**src/rtl/pkt_asm_pkg.sv**
```systemverilog
package pkt_asm_pkg;

  localparam int BYTE_W = 8;
  localparam int WC_W   = 2 * BYTE_W;
  localparam int HDR_W  = 3 * BYTE_W;
  localparam int CRC_W  = 16;
  localparam int PAR_N  = 6;

  typedef enum logic [2:0] {
    SEL_DI,
    SEL_LO,
    SEL_HI,
    SEL_ECC,
    SEL_PAY,
    SEL_CK0,
    SEL_CK1,
    SEL_NONE
  } byteSel_e;

  typedef struct packed {
    logic     capture;
    logic     payStep;
    byteSel_e sel;
  } ctrlStrobe_t;

  function automatic logic [HDR_W-1:0] parityMask(input int idx);
    logic [HDR_W-1:0] m;
    case (idx)
      0:       m = 24'hF12CB7;
      1:       m = 24'hF2555B;
      2:       m = 24'h749A6D;
      3:       m = 24'hB8E38E;
      4:       m = 24'hDF03F0;
      default: m = 24'hEFFC00;
    endcase
    return m;
  endfunction

  function automatic logic [BYTE_W-1:0] headerEcc(input logic [HDR_W-1:0] hdr);
    logic [BYTE_W-1:0] e;
    e = '0;
    for (int i = 0; i < PAR_N; i++) begin
      e[i] = ^(hdr & parityMask(i));
    end
    return e;
  endfunction

  function automatic logic [CRC_W-1:0] crcStep(input logic [CRC_W-1:0] cur,
                                                input logic [BYTE_W-1:0] b,
                                                input logic [CRC_W-1:0] poly);
    logic [CRC_W-1:0] r;
    r = cur ^ {{(CRC_W-BYTE_W){1'b0}}, b};
    for (int i = 0; i < BYTE_W; i++) begin
      r = r[0] ? ((r >> 1) ^ poly) : (r >> 1);
    end
    return r;
  endfunction

endpackage

```
**src/rtl/pkt_asm_ctrl.sv**
```systemverilog
module pkt_asm_ctrl
  import pkt_asm_pkg::*;
(
  input  logic        clk,
  input  logic        rstN,
  input  logic        reqValid,
  input  logic        reqLong,
  input  logic        outReady,
  input  logic        plValid,
  input  logic        wcZero,
  input  logic        remOne,
  output logic        reqReady,
  output logic        outValid,
  output logic        outLast,
  output logic        plReady,
  output ctrlStrobe_t strb
);

  typedef enum logic [2:0] {
    ST_IDLE, ST_DI, ST_LO, ST_HI, ST_ECC, ST_PAY, ST_CK0, ST_CK1
  } state_e;

  state_e stateQ, stateD;
  logic   longQ;
  logic   beat;

  always_comb begin
    reqReady     = (stateQ == ST_IDLE);
    plReady      = (stateQ == ST_PAY) && outReady;
    outValid     = (stateQ == ST_PAY) ? plValid : (stateQ != ST_IDLE);
    outLast      = (stateQ == ST_CK1) || ((stateQ == ST_ECC) && !longQ);
    beat         = outValid && outReady;
    strb.capture = reqReady && reqValid;
    strb.payStep = (stateQ == ST_PAY) && plValid && outReady;
    case (stateQ)
      ST_DI:   strb.sel = SEL_DI;
      ST_LO:   strb.sel = SEL_LO;
      ST_HI:   strb.sel = SEL_HI;
      ST_ECC:  strb.sel = SEL_ECC;
      ST_PAY:  strb.sel = SEL_PAY;
      ST_CK0:  strb.sel = SEL_CK0;
      ST_CK1:  strb.sel = SEL_CK1;
      default: strb.sel = SEL_NONE;
    endcase
  end

  always_comb begin
    stateD = stateQ;
    case (stateQ)
      ST_IDLE: if (reqValid) stateD = ST_DI;
      ST_DI:   if (beat) stateD = ST_LO;
      ST_LO:   if (beat) stateD = ST_HI;
      ST_HI:   if (beat) stateD = ST_ECC;
      ST_ECC:  if (beat) stateD = !longQ ? ST_IDLE : (wcZero ? ST_CK0 : ST_PAY);
      ST_PAY:  if (strb.payStep && remOne) stateD = ST_CK0;
      ST_CK0:  if (beat) stateD = ST_CK1;
      ST_CK1:  if (beat) stateD = ST_IDLE;
      default: stateD = ST_IDLE;
    endcase
  end

  always_ff @(posedge clk or negedge rstN) begin
    if (!rstN) begin
      stateQ <= ST_IDLE;
      longQ  <= 1'b0;
    end else begin
      stateQ <= stateD;
      if (strb.capture) longQ <= reqLong;
    end
  end

endmodule

```
**src/rtl/pkt_asm_dpath.sv**
```systemverilog
module pkt_asm_dpath
  import pkt_asm_pkg::*;
#(
  parameter logic [CRC_W-1:0] CRC_SEED = 16'hFFFF,
  parameter logic [CRC_W-1:0] CRC_POLY = 16'h8408
) (
  input  logic              clk,
  input  logic              rstN,
  input  ctrlStrobe_t       strb,
  input  logic [1:0]        reqChan,
  input  logic [5:0]        reqType,
  input  logic [WC_W-1:0]   reqWord,
  input  logic              reqCrcEn,
  input  logic [BYTE_W-1:0] plData,
  output logic [BYTE_W-1:0] outData,
  output logic              wcZero,
  output logic              remOne
);

  logic [BYTE_W-1:0] diQ;
  logic [WC_W-1:0]   wordQ;
  logic [WC_W-1:0]   remQ;
  logic [CRC_W-1:0]  crcQ;
  logic              crcEnQ;
  logic [CRC_W-1:0]  footer;
  logic [BYTE_W-1:0] eccByte;

  always_ff @(posedge clk or negedge rstN) begin
    if (!rstN) begin
      diQ    <= '0;
      wordQ  <= '0;
      remQ   <= '0;
      crcQ   <= CRC_SEED;
      crcEnQ <= 1'b0;
    end else if (strb.capture) begin
      diQ    <= {reqChan, reqType};
      wordQ  <= reqWord;
      remQ   <= reqWord;
      crcQ   <= CRC_SEED;
      crcEnQ <= reqCrcEn;
    end else if (strb.payStep) begin
      remQ <= remQ - WC_W'(1);
      crcQ <= crcStep(crcQ, plData, CRC_POLY);
    end
  end

  always_comb begin
    eccByte = headerEcc({wordQ, diQ});
    footer  = crcEnQ ? crcQ : '0;
    wcZero  = (wordQ == '0);
    remOne  = (remQ == WC_W'(1));
    case (strb.sel)
      SEL_DI:  outData = diQ;
      SEL_LO:  outData = wordQ[BYTE_W-1:0];
      SEL_HI:  outData = wordQ[WC_W-1:BYTE_W];
      SEL_ECC: outData = eccByte;
      SEL_PAY: outData = plData;
      SEL_CK0: outData = footer[BYTE_W-1:0];
      SEL_CK1: outData = footer[CRC_W-1:BYTE_W];
      default: outData = '0;
    endcase
  end

endmodule

```
**src/rtl/pkt_asm_top.sv**
```systemverilog
module pkt_asm_top
  import pkt_asm_pkg::*;
#(
  parameter logic [15:0] CRC_SEED = 16'hFFFF,
  parameter logic [15:0] CRC_POLY = 16'h8408
) (
  input  logic        clk,
  input  logic        rstN,
  input  logic        reqValid,
  output logic        reqReady,
  input  logic        reqLong,
  input  logic [1:0]  reqChan,
  input  logic [5:0]  reqType,
  input  logic [15:0] reqWord,
  input  logic        reqCrcEn,
  input  logic        plValid,
  output logic        plReady,
  input  logic [7:0]  plData,
  output logic        outValid,
  input  logic        outReady,
  output logic [7:0]  outData,
  output logic        outLast
);

  ctrlStrobe_t strb;
  logic        wcZero;
  logic        remOne;

  pkt_asm_ctrl u_ctrl (
    .clk      (clk),
    .rstN     (rstN),
    .reqValid (reqValid),
    .reqLong  (reqLong),
    .outReady (outReady),
    .plValid  (plValid),
    .wcZero   (wcZero),
    .remOne   (remOne),
    .reqReady (reqReady),
    .outValid (outValid),
    .outLast  (outLast),
    .plReady  (plReady),
    .strb     (strb)
  );

  pkt_asm_dpath #(
    .CRC_SEED (CRC_SEED),
    .CRC_POLY (CRC_POLY)
  ) u_dpath (
    .clk      (clk),
    .rstN     (rstN),
    .strb     (strb),
    .reqChan  (reqChan),
    .reqType  (reqType),
    .reqWord  (reqWord),
    .reqCrcEn (reqCrcEn),
    .plData   (plData),
    .outData  (outData),
    .wcZero   (wcZero),
    .remOne   (remOne)
  );

endmodule

```
**config.mk**
```make
export PLATFORM = sky130hd
export DESIGN_NAME = pkt_asm_top
export DESIGN_NICKNAME = d
export VERILOG_FILES = /design/src/rtl/pkt_asm_pkg.sv /design/src/rtl/pkt_asm_ctrl.sv /design/src/rtl/pkt_asm_dpath.sv /design/src/rtl/pkt_asm_top.sv
export SDC_FILE = /design/constraint.sdc
export NUM_CORES = 1
export LEC_CHECK = 0
export ABC_CLOCK_PERIOD_IN_PS = 2100
export BUFFER_PORTS_ARGS = -buffer_cell sky130_fd_sc_hd__buf_2
export CORE_MARGIN = 10
export CORE_UTILIZATION = 53
export DETAILED_ROUTE_END_ITERATION = 8
export MAX_ROUTING_LAYER = met4
export PLACE_DENSITY = 0.77
export SLEW_MARGIN = 20
export SYNTH_ARGS = -nofsm -noshare
export SYNTH_HDL_FRONTEND = slang
export SYNTH_SLANG_ARGS = --single-unit
```
**constraint.sdc**
```tcl
create_clock -name clk -period 2.1 [get_ports clk]
set_input_delay 0.105 -clock clk [delete_from_list [all_inputs] [get_ports clk]]
set_output_delay 0.105 -clock clk [all_outputs]
set_load 0.01 [all_outputs]
```
# ---- Word level (Yosys, flattened, before mapping)
# Index checks and enable logic that the tools add are counted.
# Widths: inputs -> output; s select.
dict set report totals {
  inputBits 39
  regBits 61
  output_inout_bits 12
  word_cells 87
}
dict set report classes {
  bitwise 9
  n_eq_ne 22
  mux 27
  add_sub_neg 1
  reduce_logical 21
}
# operator count
set op_table {}
lappend op_table {{$mux 16} 13}
lappend op_table {{$reduce_xor 24->1} 6}
lappend op_table {{$pmux 8 s7} 1}
lappend op_table {{$mux 3} 9}
lappend op_table {{$not 2->3} 8}
lappend op_table {{$pmux 3 s8} 1}
lappend op_table {{$eq 3x3->1 const B} 7}
lappend op_table {{$pmux 3 s7} 1}
lappend op_table {{$eq 16x1->1 const B} 1}
lappend op_table {{$logic_not 16->1} 1}
lappend op_table {{$sub 16x1->16 const B} 1}
lappend op_table {{$xor 16x8->16} 1}
lappend op_table {{$eq 3x2->1 const B} 4}
lappend op_table {{$ne 2x1->1 const B} 6}
lappend op_table {{$reduce_and 8->1} 1}
lappend op_table {{$logic_and 1x1->1} 7}
lappend op_table {{$eq 3x1->1 const B} 2}
lappend op_table {{$logic_not 3->1} 2}
lappend op_table {{$ne 2x2->1 const B} 2}
lappend op_table {{$reduce_bool 3->1} 1}
lappend op_table {{$mux 2} 1}
lappend op_table {{$reduce_bool 2->1} 1}
lappend op_table {{$logic_not 1->1} 1}
lappend op_table {{$logic_or 1x1->1} 1}
lappend op_table {{$mux 1} 1}

# ---- Depth between registers and ports, before layout
dict set report depth {
  depth_word 19
  ltp_mapped 8
  mapped_depth_nobuf 7
}

# ---- By module
# A second synthesis with hierarchy kept.
dict set report unflattened {
  cells_unflattened 417
  hier_area_um2 4035.1
}
# module seq_area_each_um2 area_each_um2 cells_per_inst instances
set modules_own_cells {}
lappend modules_own_cells {pkt_asm_dpath 1446.4 3686.0 372 1}
lappend modules_own_cells {pkt_asm_ctrl 100.1 349.1 45 1}

# ---- Worst setup path after synthesis
# No wires, ideal clock.
dict set report synth_timing {
  kind {reg2reg}
  from {reg u_dpath.remQ[8]}
  to {reg u_ctrl.stateQ[0]}
  n_path_buf 0
  setup_time_ps 127
  path_stages_with_launch 5
  path_slack_ps -33
  required_ps 1973
  arrival_ps 2006
  period_less_slack_ps 2133
  cell_sequence {dfrtp_1 -> or4_4 -> or4b_4 -> o41a_1 -> o32a_2}
}
dict set report synth_between {
  elab_chain_len 4
}
# item line_no
set synth_rtl {}
lappend synth_rtl {{start: declaration} pkt_asm_dpath.sv:22} ;# logic [WC_W-1:0] remQ;
lappend synth_rtl {{start signal: assignment} pkt_asm_dpath.sv:38} ;# remQ <= reqWord;
lappend synth_rtl {{start signal: assignment} pkt_asm_dpath.sv:42} ;# remQ <= remQ - WC_W'(1);
lappend synth_rtl {{$eq 16x1->1} pkt_asm_dpath.sv:51} ;# remOne = (remQ == WC_W'(1));
lappend synth_rtl {{$logic_and 1x1->1} pkt_asm_ctrl.sv:55} ;# ST_PAY: if (strb.payStep && remOne) stateD = ST_CK0;
lappend synth_rtl {{$ne 2x2->1 (no line)} n/a}
lappend synth_rtl {{$reduce_and 8->1 (no line)} n/a}
lappend synth_rtl {{end signal: assignment} pkt_asm_ctrl.sv:67} ;# stateQ <= stateD;
lappend synth_rtl {{end: declaration} pkt_asm_ctrl.sv:23} ;# state_e stateQ, stateD;
# No other way between the ends.
# A chain may end at the register's enable or synchronous reset.

# ---- Worst setup path in the final report
dict set report layout_timing {
  from {reg u_dpath.wordQ[15]}
  to {out outData[0]}
}
dict set report layout_between {
  elab_chain_len 2
}
# item line_no
set layout_rtl {}
lappend layout_rtl {{start: declaration} pkt_asm_dpath.sv:21} ;# logic [WC_W-1:0] wordQ;
lappend layout_rtl {{start signal: assignment} pkt_asm_dpath.sv:37} ;# wordQ <= reqWord;
lappend layout_rtl {{$reduce_xor 24->1} pkt_asm_pkg.sv:43} ;# e[i] = ^(hdr & parityMask(i));
lappend layout_rtl {{$pmux 8 s7} pkt_asm_dpath.sv:52} ;# case (strb.sel)
lappend layout_rtl {{end: declaration} pkt_asm_top.sv:21} ;# output logic [7:0] outData,
# No other way between the ends.

==> summary by stage <==
Hold path
Along the worst hold path, the cell count comes to 3. The startpoint of the tightest hold check path is reqWord[10]. The destination of the worst hold path is u_dpath.wordQ[10].

The path class of the tightest hold or removal check is in2reg.

STA
The final-report max-slew violation count is 0. The worst path uses 107% of the clock period. For the pin with the worst max-slew slack, the measured transition is 637 ps.

Timing would allow up to 445 MHz. The final setup violation count is 6. Setup slack on the critical path of the routed design comes to -147 ps. Measured against its own limit, the worst slew margin works out to 57.6%. The clock period minus worst slack is 2250 ps. The number of endpoints with negative hold slack in the final report is 0.

Setup repair after global routing could not meet its margin everywhere. The final hold slack is 1.80 ps. The worst clock skew is 12.4 ps.

Finish
Leaving out fill and tap cells, the most frequent cell in the layout is sky130_fd_sc_hd__nand2_1. The fraction of final layout cells with drive strength greater than 1 is 34.7%. The area growth from synthesis to layout is 32.3%. The count of filler cells inserted in the layout is 505.

The share of the core filled with cells in the final layout is 73.6%. Leaving out fill and tap cells, the most frequent cells in the layout are sky130_fd_sc_hd__nand2_1, sky130_fd_sc_hd__buf_2, sky130_fd_sc_hd__buf_4. The number of antenna diodes in the final layout is 0. After the last flow step, the layout net total stands at 575.

Yosys
The parity-gate share of the synthesized area counting xor and xnor cells is 16.3%. The mean cell area of the mapped netlist is 9.02 sq um. The Yosys step of the flow raised 0 warnings. The cell area after technology mapping is 3840 sq um. In the synthesized netlist the dominant register cell turns out to be sky130_fd_sc_hd__dfrtp_1.

Counting every net in the synthesized netlist gives 475. The area fraction in and, or, nand and nor cells after synthesis is 17.2%. The number of distinct library cells after synthesis is 49. The synthesized instance count is 426. The main combinational cell family by area after synthesis is simple AND/OR/NAND/NOR gates. Summing the areas of all fa, ha and maj instances in the mapped netlist gives 3.26% of the synthesized area. The area fraction in compound gates after synthesis is 15.7%. The share of synthesized registers carrying an async set or reset is 100%. Multiplexer cells account for 2.87% of the synthesized area. The number of flops mapped to enable cells by yosys is 0. The share of synthesized area occupied by flip-flops and latches is 40.3%. The count of state elements after synthesis is 61.

Pwr
The worst-case IR drop observed on VDD is 1.09 mV. The cell leakage power is 2.19 nW. The design draws 11.0 mW. The cell area power density is 2170 nW/um^2.

Routing
In the final routed layout, each cell accounts on average for 20.3 um. The detailed router finished its first iteration with 390 violations. The DRC violation count after routing is 0. Dividing the detail-routed via count by the number of cells gives 6.00. The number of search-and-repair iterations in the first detailed-routing pass is 5.

Once detail routing completed, the nets flagged for antenna violations numbered 0. Detailed routing inserted a total of 3760 vias. The detailed-route wire length is 12700 um.

Placed design
The port buffer count is 50. Summed over all nets, the half-perimeter wirelength after detailed placement is 8490 um. At the end of routability-driven placement, the weighted congestion stood at 0.954.

Global route
The maximum number of pins on one net before global-route repair is 43. The aggregate global-route resource usage is 22.6%. The number of antenna violations at the first check in global routing came to 0. The final global-route overflow total is 0.

The via count of the first global-routing pass is 3778. The first global-routing pass estimated 19500 um of wire.

Floorplan
The initialized floorplan defines 30 standard-cell rows. Pin placement for this block handled 51 I/O pins. The placeable core region is 6910 sq um. The overall die height is 105 um.

The die covers 11100 sq um. For this configuration, the core starts out at a cell density of 55.6%. Measured along the x axis, the die boundary spans 105 um.

Clock tree
TritonCTS built the clock tree. Clock-pin slew was measured on the worst setup and hold paths at 80 ps. The sink count of the clock tree is 61. The clock passes through at most 2 buffers. Clock tree synthesis inserted a total of 9 buffers. The H-tree was split into 3 levels. The buffer cell driving the clock tree root is sky130_fd_sc_hd__clkbuf_8. The later pin in the worst-skew pair is clocked with a latency of 360 ps.

Worst setup path
The worst setup path is captured at an output port. The data arrival time of the critical path is 2140 ps. The worst setup path is of the reg2out kind.

The kind of launch point of the worst setup path is a flop. The maximum fanout along the worst path is 3. The setup slack on the worst flop-to-flop path is -120 ps. The endpoint of the worst-slack reg-to-reg timing path is u_dpath.remQ[14]. Data on the critical path is required at its endpoint by 2000 ps. In this run the critical register-to-register path is launched from u_dpath.remQ[8].

Measured in cells, the most critical reg-to-reg path has a length of 5.

Outcome
The checks that failed: setup timing. The flow ran to the end, but the final reports show violations.

Job
The max capacitance violation total is 0.
==> metrics by stage <==
stage	instances	TNS, ps	worst slack, ps	instance area (sq um)
floorplan	426	-23.6	-23.6	3840
global placement	577	-65.5	-43.1	4360
detailed placement	577	-197	-95.8	4360
CTS	621	-78.7	-25.0	4930
global route	627	-1010	-191	5080
finish	627	-640	-147	5080
==> where the power goes <==
part / internal, mW / switching [mW]
Clock: 0.577 / 0.487
Combinational: 3.82 / 3.64
Sequential: 1.84 / 0.667
Total: 6.24 / 4.80
==> sequential cells by signal, summed over array words and instances (netlist names) <==
signal	flops
u_dpath.crcEnQ	1
u_ctrl.stateQ	3
u_dpath.diQ	8
u_dpath.remQ	16
u_ctrl.longQ	1
u_dpath.wordQ	16
u_dpath.crcQ	16
==> cell families after synthesis <==
kind of cell / after synthesis
DFF: 61
AOI/OAI and AO/OA: 96
buffers and inverters: 44
adders and majority gates: 10
muxes: 8
xor gates and xnor gates: 70
and+or+nand+nor: 137
==> worst max-delay path, stage by stage (launching register included) <==
cell                      delay, ps
sky130_fd_sc_hd__dfrtp_1        420
sky130_fd_sc_hd__inv_2          120
sky130_fd_sc_hd__ha_4           240
sky130_fd_sc_hd__xnor2_2        150
sky130_fd_sc_hd__xnor2_2        150
sky130_fd_sc_hd__xnor2_1        210
sky130_fd_sc_hd__xor2_1         220
sky130_fd_sc_hd__o21ai_1        120
sky130_fd_sc_hd__buf_2          160
==> timing repair <==
action                                  CTS  global route
hold buffers                             14             0
gates resized for setup                  26            21
setup buffers                            14             7
endpoints found under the setup margin    8             9
pin swaps                                15            17
hold endpoints to repair                 22             0
==> area by class of cell <==
type                    count  area [sq um]  area share, %
multi-input cells         321          2360           46.3
flip-flops and latches     61          1550           30.5
repair buffers            112           786           15.5
clock buffers              12           145           2.86
well taps                  96           120           2.36
inverters                  21          78.8           1.55
clock inverters             4          47.5          0.935
==> Yosys cell counts (all sizes together) (5+ instances only) <==
cell,instances,area share [%]
nor2b,6,0.98
xnor2,58,13
xor2,11,2.5
nand2,66,6.4
ha,10,3.3
o21ai,36,4.7
dfstp,16,11
or3,5,0.85
nor2,11,1.1
o211ai,11,2.1
a22oi,8,1.6
nor3,15,2.0
inv,21,2.1
o311ai,5,1.1
nand3,16,2.1
dfrtp,45,29
clkbuf,20,2.0
a21oi,21,2.7
==> how the worst max path moves through the flow <==
| stage | startpoint | endpoint | slack (ps) | cells past startpoint |
|---|---|---|---|---|
| after floorplan | u_dpath.remQ[8] | u_dpath.remQ[14] | -20 | 5 |
| after global placement | u_dpath.remQ[8] | u_dpath.remQ[14] | -40 | 5 |
| after detailed placement | u_dpath.remQ[8] | u_dpath.remQ[14] | -100 | 5 |
| after CTS | u_dpath.wordQ[0] | outData[3] | -30 | 8 |
| after global routing | u_dpath.remQ[8] | u_dpath.remQ[14] | -190 | 5 |
| final | u_dpath.wordQ[15] | outData[0] | -150 | 8 |
==> metal layers <==
metal	GRT usage, %	share of wire, %
met1	27.0	38
met2	35.9	49
met3	4.55	8.5
met4	10.7	4.4
met5	-	0
Note: power is estimated with default switching activity, not from simulation.
